$ cat config.mk
export PLATFORM = sky130hd
export DESIGN_NAME = prio_irq_ctrl
export DESIGN_NICKNAME = d
export VERILOG_FILES = /design/src/rtl/irq_pkg.sv /design/src/rtl/irq_src_bank.sv /design/src/rtl/irq_prio_enc.sv /design/src/rtl/irq_seq.sv /design/src/rtl/prio_irq_ctrl.sv
export SDC_FILE = /design/constraint.sdc
export NUM_CORES = 1
export LEC_CHECK = 0
export BUFFER_PORTS_ARGS = -buffer_cell sky130_fd_sc_hd__buf_2
export CAP_MARGIN = 20
export CORE_UTILIZATION = 46
export DETAILED_ROUTE_END_ITERATION = 8
export PLACE_DENSITY = 0.82
export SYNTH_ARGS = -nofsm -noshare
export SYNTH_HDL_FRONTEND = slang
export SYNTH_SLANG_ARGS = --single-unit
$ cat constraint.sdc
create_clock -name clk -period 3.1 [get_ports clk]
set_clock_uncertainty 0.15 [all_clocks]
set_input_delay 0.775 -clock clk [delete_from_list [all_inputs] [get_ports clk]]
set_output_delay 0.775 -clock clk [all_outputs]
set_load 0.01 [all_outputs]
$ cat src/rtl/irq_pkg.sv
package irq_pkg;

    typedef enum logic [0:0] {
        SEQ_ARMED = 1'b0,
        SEQ_GAP   = 1'b1
    } seq_state_e;

    function automatic int unsigned idx_width(input int unsigned n);
        return (n > 1) ? $clog2(n) : 1;
    endfunction

endpackage

$ cat src/rtl/irq_src_bank.sv
module irq_src_bank #(
    parameter int unsigned     NSRC       = 8,
    parameter logic [NSRC-1:0] LEVEL_MASK = '0
) (
    input  logic            clk,
    input  logic            rst_n,
    input  logic [NSRC-1:0] src_in,
    input  logic            en_wr,
    input  logic [NSRC-1:0] en_wdata,
    input  logic            clr_wr,
    input  logic [NSRC-1:0] clr_mask,
    input  logic [NSRC-1:0] take_hot,
    output logic [NSRC-1:0] flags_q,
    output logic [NSRC-1:0] active
);

    logic [NSRC-1:0] en_q;
    logic [NSRC-1:0] pend_raw;
    logic [NSRC-1:0] clr_eff;

    assign clr_eff = clr_wr ? clr_mask : '0;

    always_ff @(posedge clk) begin
        if (!rst_n) begin
            en_q <= '0;
        end else if (en_wr) begin
            en_q <= en_wdata;
        end
    end

    for (genvar i = 0; i < NSRC; i++) begin : g_src
        if (LEVEL_MASK[i]) begin : g_level
            assign flags_q[i]  = 1'b0;
            assign pend_raw[i] = src_in[i];
        end else begin : g_event
            logic flag_r;
            always_ff @(posedge clk) begin
                if (!rst_n) begin
                    flag_r <= 1'b0;
                end else if (src_in[i]) begin
                    flag_r <= 1'b1;
                end else if (clr_eff[i] || take_hot[i]) begin
                    flag_r <= 1'b0;
                end
            end
            assign flags_q[i]  = flag_r;
            assign pend_raw[i] = flag_r;
        end
    end

    assign active = pend_raw & en_q;

endmodule

$ cat src/rtl/irq_prio_enc.sv
module irq_prio_enc #(
    parameter int unsigned NSRC = 8,
    parameter int unsigned IDXW = 3
) (
    input  logic [NSRC-1:0] active,
    output logic            any,
    output logic [IDXW-1:0] idx
);

    always_comb begin
        idx = '0;
        for (int i = NSRC - 1; i >= 0; i--) begin
            if (active[i]) begin
                idx = IDXW'(i);
            end
        end
    end

    assign any = |active;

endmodule

$ cat src/rtl/irq_seq.sv
module irq_seq
    import irq_pkg::*;
(
    input  logic clk,
    input  logic rst_n,
    input  logic gie_set,
    input  logic gie_clr,
    input  logic reti,
    input  logic retire,
    input  logic take,
    output logic gie_q,
    output logic armed
);

    seq_state_e state_q, state_d;
    logic       gie_d;

    always_ff @(posedge clk) begin
        if (!rst_n) begin
            state_q <= SEQ_ARMED;
            gie_q   <= 1'b0;
        end else begin
            state_q <= state_d;
            gie_q   <= gie_d;
        end
    end

    always_comb begin
        state_d = state_q;
        unique case (state_q)
            SEQ_ARMED: if (reti) state_d = SEQ_GAP;
            SEQ_GAP: begin
                if (reti)        state_d = SEQ_GAP;
                else if (retire) state_d = SEQ_ARMED;
            end
            default: state_d = SEQ_ARMED;
        endcase
    end

    always_comb begin
        gie_d = gie_q;
        if (gie_set || reti) gie_d = 1'b1;
        if (gie_clr || take) gie_d = 1'b0;
        armed = (state_q == SEQ_ARMED);
    end

endmodule

$ cat src/rtl/prio_irq_ctrl.sv
module prio_irq_ctrl #(
    parameter int unsigned     NSRC       = 8,
    parameter logic [NSRC-1:0] LEVEL_MASK = 8'hC0,
    parameter int unsigned     IDXW       = irq_pkg::idx_width(NSRC)
) (
    input  logic            clk,
    input  logic            rst_n,
    input  logic [NSRC-1:0] src_in,
    input  logic            en_wr,
    input  logic [NSRC-1:0] en_wdata,
    input  logic            clr_wr,
    input  logic [NSRC-1:0] clr_mask,
    input  logic            gie_set,
    input  logic            gie_clr,
    input  logic            reti,
    input  logic            retire,
    input  logic            ack,
    output logic            irq_req,
    output logic [IDXW-1:0] irq_vec,
    output logic            gie_o,
    output logic [NSRC-1:0] flags_o
);

    logic [NSRC-1:0] active;
    logic [NSRC-1:0] take_hot;
    logic            any;
    logic            armed;
    logic            take;
    logic [IDXW-1:0] win_idx;

    irq_src_bank #(.NSRC(NSRC), .LEVEL_MASK(LEVEL_MASK)) u_bank (
        .clk      (clk),
        .rst_n    (rst_n),
        .src_in   (src_in),
        .en_wr    (en_wr),
        .en_wdata (en_wdata),
        .clr_wr   (clr_wr),
        .clr_mask (clr_mask),
        .take_hot (take_hot),
        .flags_q  (flags_o),
        .active   (active)
    );

    irq_prio_enc #(.NSRC(NSRC), .IDXW(IDXW)) u_enc (
        .active (active),
        .any    (any),
        .idx    (win_idx)
    );

    irq_seq u_seq (
        .clk     (clk),
        .rst_n   (rst_n),
        .gie_set (gie_set),
        .gie_clr (gie_clr),
        .reti    (reti),
        .retire  (retire),
        .take    (take),
        .gie_q   (gie_o),
        .armed   (armed)
    );

    assign irq_req  = gie_o && armed && any && !gie_clr;
    assign irq_vec  = win_idx;
    assign take     = ack && irq_req;
    assign take_hot = take ? (NSRC'(1) << win_idx) : '0;

endmodule

* After elaboration in Yosys (flattened, before gate mapping)
Index checks and enable logic that the tools add are counted. Widths: inputs -> output; s select.
Storage, ports and cells: output and inout port bits 13, logic and storage cells 60, register bits after elaboration 16
Cells by class: muxes and demuxes 26, reduce and logical (&&, ||, !) cells 21, bitwise logic cells 3, shifts and indexed selects 1
Operators with widths (count):
- $mux 3 | 8
- $mux 1 | 15
- $mux 6 | 2
- $reduce_bool 2->1 | 6
- $and 8x8->8 | 1
- $logic_or 1x1->1 | 8
- $reduce_or 8->1 | 1
- $shl 1x3->6 const A | 1
- $logic_and 1x1->1 | 4
- $not 1->1 | 2
- $pmux 1 s2 | 1
- $reduce_or 2->1 | 1
- $logic_not 1->1 | 1

* Longest topological paths before layout
depth after elaboration 14, gate-level depth with buffers 4

* Cells and area by module
From an unflattened synthesis, not the netlist that was laid out.
Unflattened totals: cell total of the unflattened synthesis 103, area total of the unflattened synthesis 934.6 sq um
Modules (own cells, without submodules):
- irq_src_bank | cells each 67, times used 1, area each 658.1 sq um
- prio_irq_ctrl | cells each 16, times used 1, area each 117.6 sq um
- irq_prio_enc | cells each 13, times used 1, area each 81.3 sq um
- irq_seq | cells each 7, times used 1, area each 77.6 sq um

* Worst setup path before layout
No wires, ideal clock.
kind input to output, start point input port src_in[6], end point output port irq_req, cell stages on the path 4, setup slack 746 ps, data arrival time 1429 ps, buffers on the path 0, required time 2175 ps, path through a22o_1 > nor2_1 > nand3_1 > and3_1
Between the ends: cells in the longest elaborated chain, start to end 4
Ends and longest elaborated chain:
- start: declaration | RTL line prio_irq_ctrl.sv:8 | input logic [NSRC-1:0] src_in,
- $and 8x8->8 | RTL line irq_src_bank.sv:51 | assign active = pend_raw & en_q;
- $reduce_or 8->1 | RTL line irq_prio_enc.sv:19 | assign any = |active;
- $logic_and 1x1->1 (2 in series) | RTL line prio_irq_ctrl.sv:62 | assign irq_req = gie_o && armed && any && !gie_clr;
- end: declaration | RTL line prio_irq_ctrl.sv:18 | output logic irq_req,
No other way between the ends.

* Worst setup path after layout
Ends and elaborated chain as after synthesis.

==> flow_metrics.tcl <==
set metrics [dict create \
    holdCritPathClass "reg2reg" \
    seq_power_share_pct 51.0 \
    dr.pass1.iters 4 \
    rrSetupSlack_ns 1.62 \
    final_common_cell "buf_2" \
    setup_viol 0 \
    swShare_pct 26.4 \
    fin_area_mm2 0.00104 \
    ioPinCount 46 \
    clk_latency_ns 0.28 \
    core-area_mm2 0.00171 \
    p_int_w 0.000334 \
    path_clk_slew_ns 0.10 \
    holdCritStartpoint "u_bank.en_q[4]$_SDFFE_PN0P_" \
    path_class "in2out" \
    placed_area_mm2 0.00100 \
    ir_drop_uv 219 \
    postSynthAreaPerCell_um2 8.90 \
    cts-hold-fix-buffers 0 \
    r2r_cells 4 \
    max_freq_mhz 379 \
    cts_resized 0 \
    cp_max_fo 2 \
    combPwrFrac_pct 18.6 \
    final_nets 164 \
    grt_pass1_vias 761 \
    final_cell_mix "buf_2 (41), dfxtp_1 (16), nand2_1 (10), nor2b_1 (10), mux2i_1 (8)" \
    nFillCells 165 \
    switchingPower_w 0.000120 \
    leakage_nw 0.521 \
    grt_setup_unrepaired "false" \
    cp_slowest_cell "a22o_1" \
    outcome "finished clean" \
    slew_viol_final 0 \
    antenna_found_initial 0 \
    diodes 0 \
    critical-path-top-delay-family "simple AND/OR/NAND/NOR gates" \
    rr_startpoint "u_bank.g_src[2].g_event.flag_r$_SDFFE_PN0P_" \
    io_buffers 41 \
    ant_nets 0 \
    root_buffer "clkbuf_4" \
    syn_to_final_growth_pct 24.4 \
    worst_ep_arrival_time_ns 1.71 \
    dp_hpwl_um 1480 \
    timing_hold_violations_final 0 \
    grt_pass1_wl_um 3010 \
    vias_per_cell 5.14 \
    fin_tns_setup_ns 0 \
    post-route-drc-count 0 \
    clock-sinks 16 \
    postCtsSetupRepairBufs 0 \
    start_util_pct 49.0 \
    critPathMaxStageDelay_ns 0.24 \
    ys_types 27 \
    overflow 0 \
    layout-drive-gt1-share_pct 36.2 \
    fin_crit_ns 2.64 \
    period_share_pct 85.1 \
    hold_ws_ns 0.395 \
    grt_usage_pct 20.7 \
    grt_max_degree 17 \
    p_per_area_mw_per_mm2 436 \
    dieWidth_um 44.7 \
    worstPathRequired_ns 2.17 \
    postLayoutSetupSlackWorst_ns 0.462 \
    synthCells 94 \
    dp_slack_ns 0.474 \
    cts_tree "yes" \
    numCtsBuffers 3 \
    drt_wl_total_um 1860 \
    cts_max_path_buffers 2 \
    ys_seq_area_share_pct 38.3 \
    start_kind "primary input" \
    endpoint_kind "output port" \
    r2r-end "u_bank.g_src[4].g_event.flag_r$_SDFFE_PN0P_" \
    ys_warn_count 0 \
    synth-seq-cells 16 \
    avgRoutedWirePerCell_um 12.0 \
    dieArea_mm2 0.00199 \
    min_to "u_bank.en_q[4]$_SDFFE_PN0P_" \
    whs_path_depth 2 \
    clockPowerShare_pct 30.4 \
    cpMostUsedCell "buf_2" \
    netlist_area_um2 837 \
    cts_max_level 1 \
    vias 796 \
    worstPathCellList "buf_2, a22o_1, nor2_1, nand3_1, and3_1, buf_2" \
    path_buf_inv 2 \
    drv_cap 0 \
    die_y_um 44.7 \
    drt_iter0_drc 17 \
    rows 15 \
    routabilityCongestion 0.738 \
]
==> Yosys cell counts <==
master,instances,area [µm²]
a21boi_0,3,22.5
a21o_1,2,15.0
a21oi_1,4,20.0
a22o_1,2,17.5
a22oi_1,2,15.0
a31oi_1,1,6.26
a32oi_1,2,17.5
and3_1,1,6.26
and4bb_2,1,12.5
buf_2,1,5.00
buf_4,9,67.6
conb_1,1,3.75
dfxtp_1,16,320
inv_1,2,7.51
mux2i_1,8,80.1
nand2_1,10,37.5
nand2b_1,1,6.26
nand3_1,3,15.0
nand3b_1,1,7.51
nand4_1,1,6.26
nor2_1,5,18.8
nor2b_1,10,62.6
o21a_1,2,15.0
o21ai_0,2,10.0
o22ai_2,1,12.5
o311a_1,2,20.0
o311ai_0,1,8.76
==> how the worst max path moves through the flow <==
stage,to,cells past startpoint,startpoint
6_report,irq_req,6,src_in[6]
5_1_grt,irq_req,6,src_in[6]
4_1_cts,irq_req,6,src_in[6]
3_5_place_dp,irq_req,6,src_in[6]
3_3_place_gp,irq_req,6,src_in[6]
2_1_floorplan,irq_req,4,src_in[6]
==> area by class of cell <==
cell class	instances	area, µm²	area share, %
Multi-Input combinational cell	67	440	42.3
Sequential cell	16	320	30.8
Timing Repair Buffer	41	205	19.7
Clock buffer	4	36.3	3.49
Tap cell	25	31.3	3.00
Inverter	2	7.51	0.721
==> power by group through the flow <==
| stage | clock (W) | combinational (W) | sequential, W |
|---|---|---|---|
| final | 0.000138 | 0.0000842 | 0.000231 |
| after global routing | 0.000150 | 0.0000938 | 0.000233 |
| after CTS | 0.000142 | 0.0000849 | 0.000231 |
| after detailed placement | 0 | 0.0000845 | 0.000235 |
| after global placement | 0 | 0.0000816 | 0.000235 |
| after floorplan | 0 | 0.0000569 | 0.000233 |
==> state kept, by name (all words and copies together) (netlist names) <==
| signal | count |
|---|---|
| u_seq.gie_q | 1 |
| u_bank.g_src.g_event.flag_r | 6 |
| u_bank.en_q | 8 |
| u_seq.state_q | 1 |
==> through the flow <==
step,util [%],instances,total power (W)
2_1_floorplan,-,95,0.000289
3_3_place_gp,58.8,151,0.000316
3_5_place_dp,58.8,151,0.000320
4_1_cts,61.0,155,0.000458
5_1_grt,61.0,155,0.000476
6_report,61.0,155,0.000454
==> worst register-to-register path, delay by kind of cell, from the launching register on <==
kind	cells	cell delay, ns
simple gates	1	0.09
flops	1	0.40
compound gates	3	0.73
==> metal layers <==
metal | vias to the layer above | global-route usage [%] | part of all wire, %
met2 | 38 | 34.7 | 48
li1 | 399 | - | -
met5 | - | 0 | 0
met3 | 2 | 3.67 | 6.7
met4 | 0 | 10.3 | 0.65
met1 | 357 | 25.5 | 45
==> kinds of logic (layout without fill, tap and decap cells) <==
| group | after synthesis | count (layout) | share of synthesized area (%) |
|---|---|---|---|
| AO/OA/AOI/OAI | 24 | 24 | 21.5 |
| buffers and inverters | 12 | 47 | 9.57 |
| flip-flops | 16 | 16 | 38.3 |
| multiplexers | 8 | 8 | 9.57 |
| other | 1 | 2 | 0.448 |
| AND/OR/NAND/NOR | 33 | 33 | 20.6 |
Note: power is estimated with default switching activity, not from simulation.
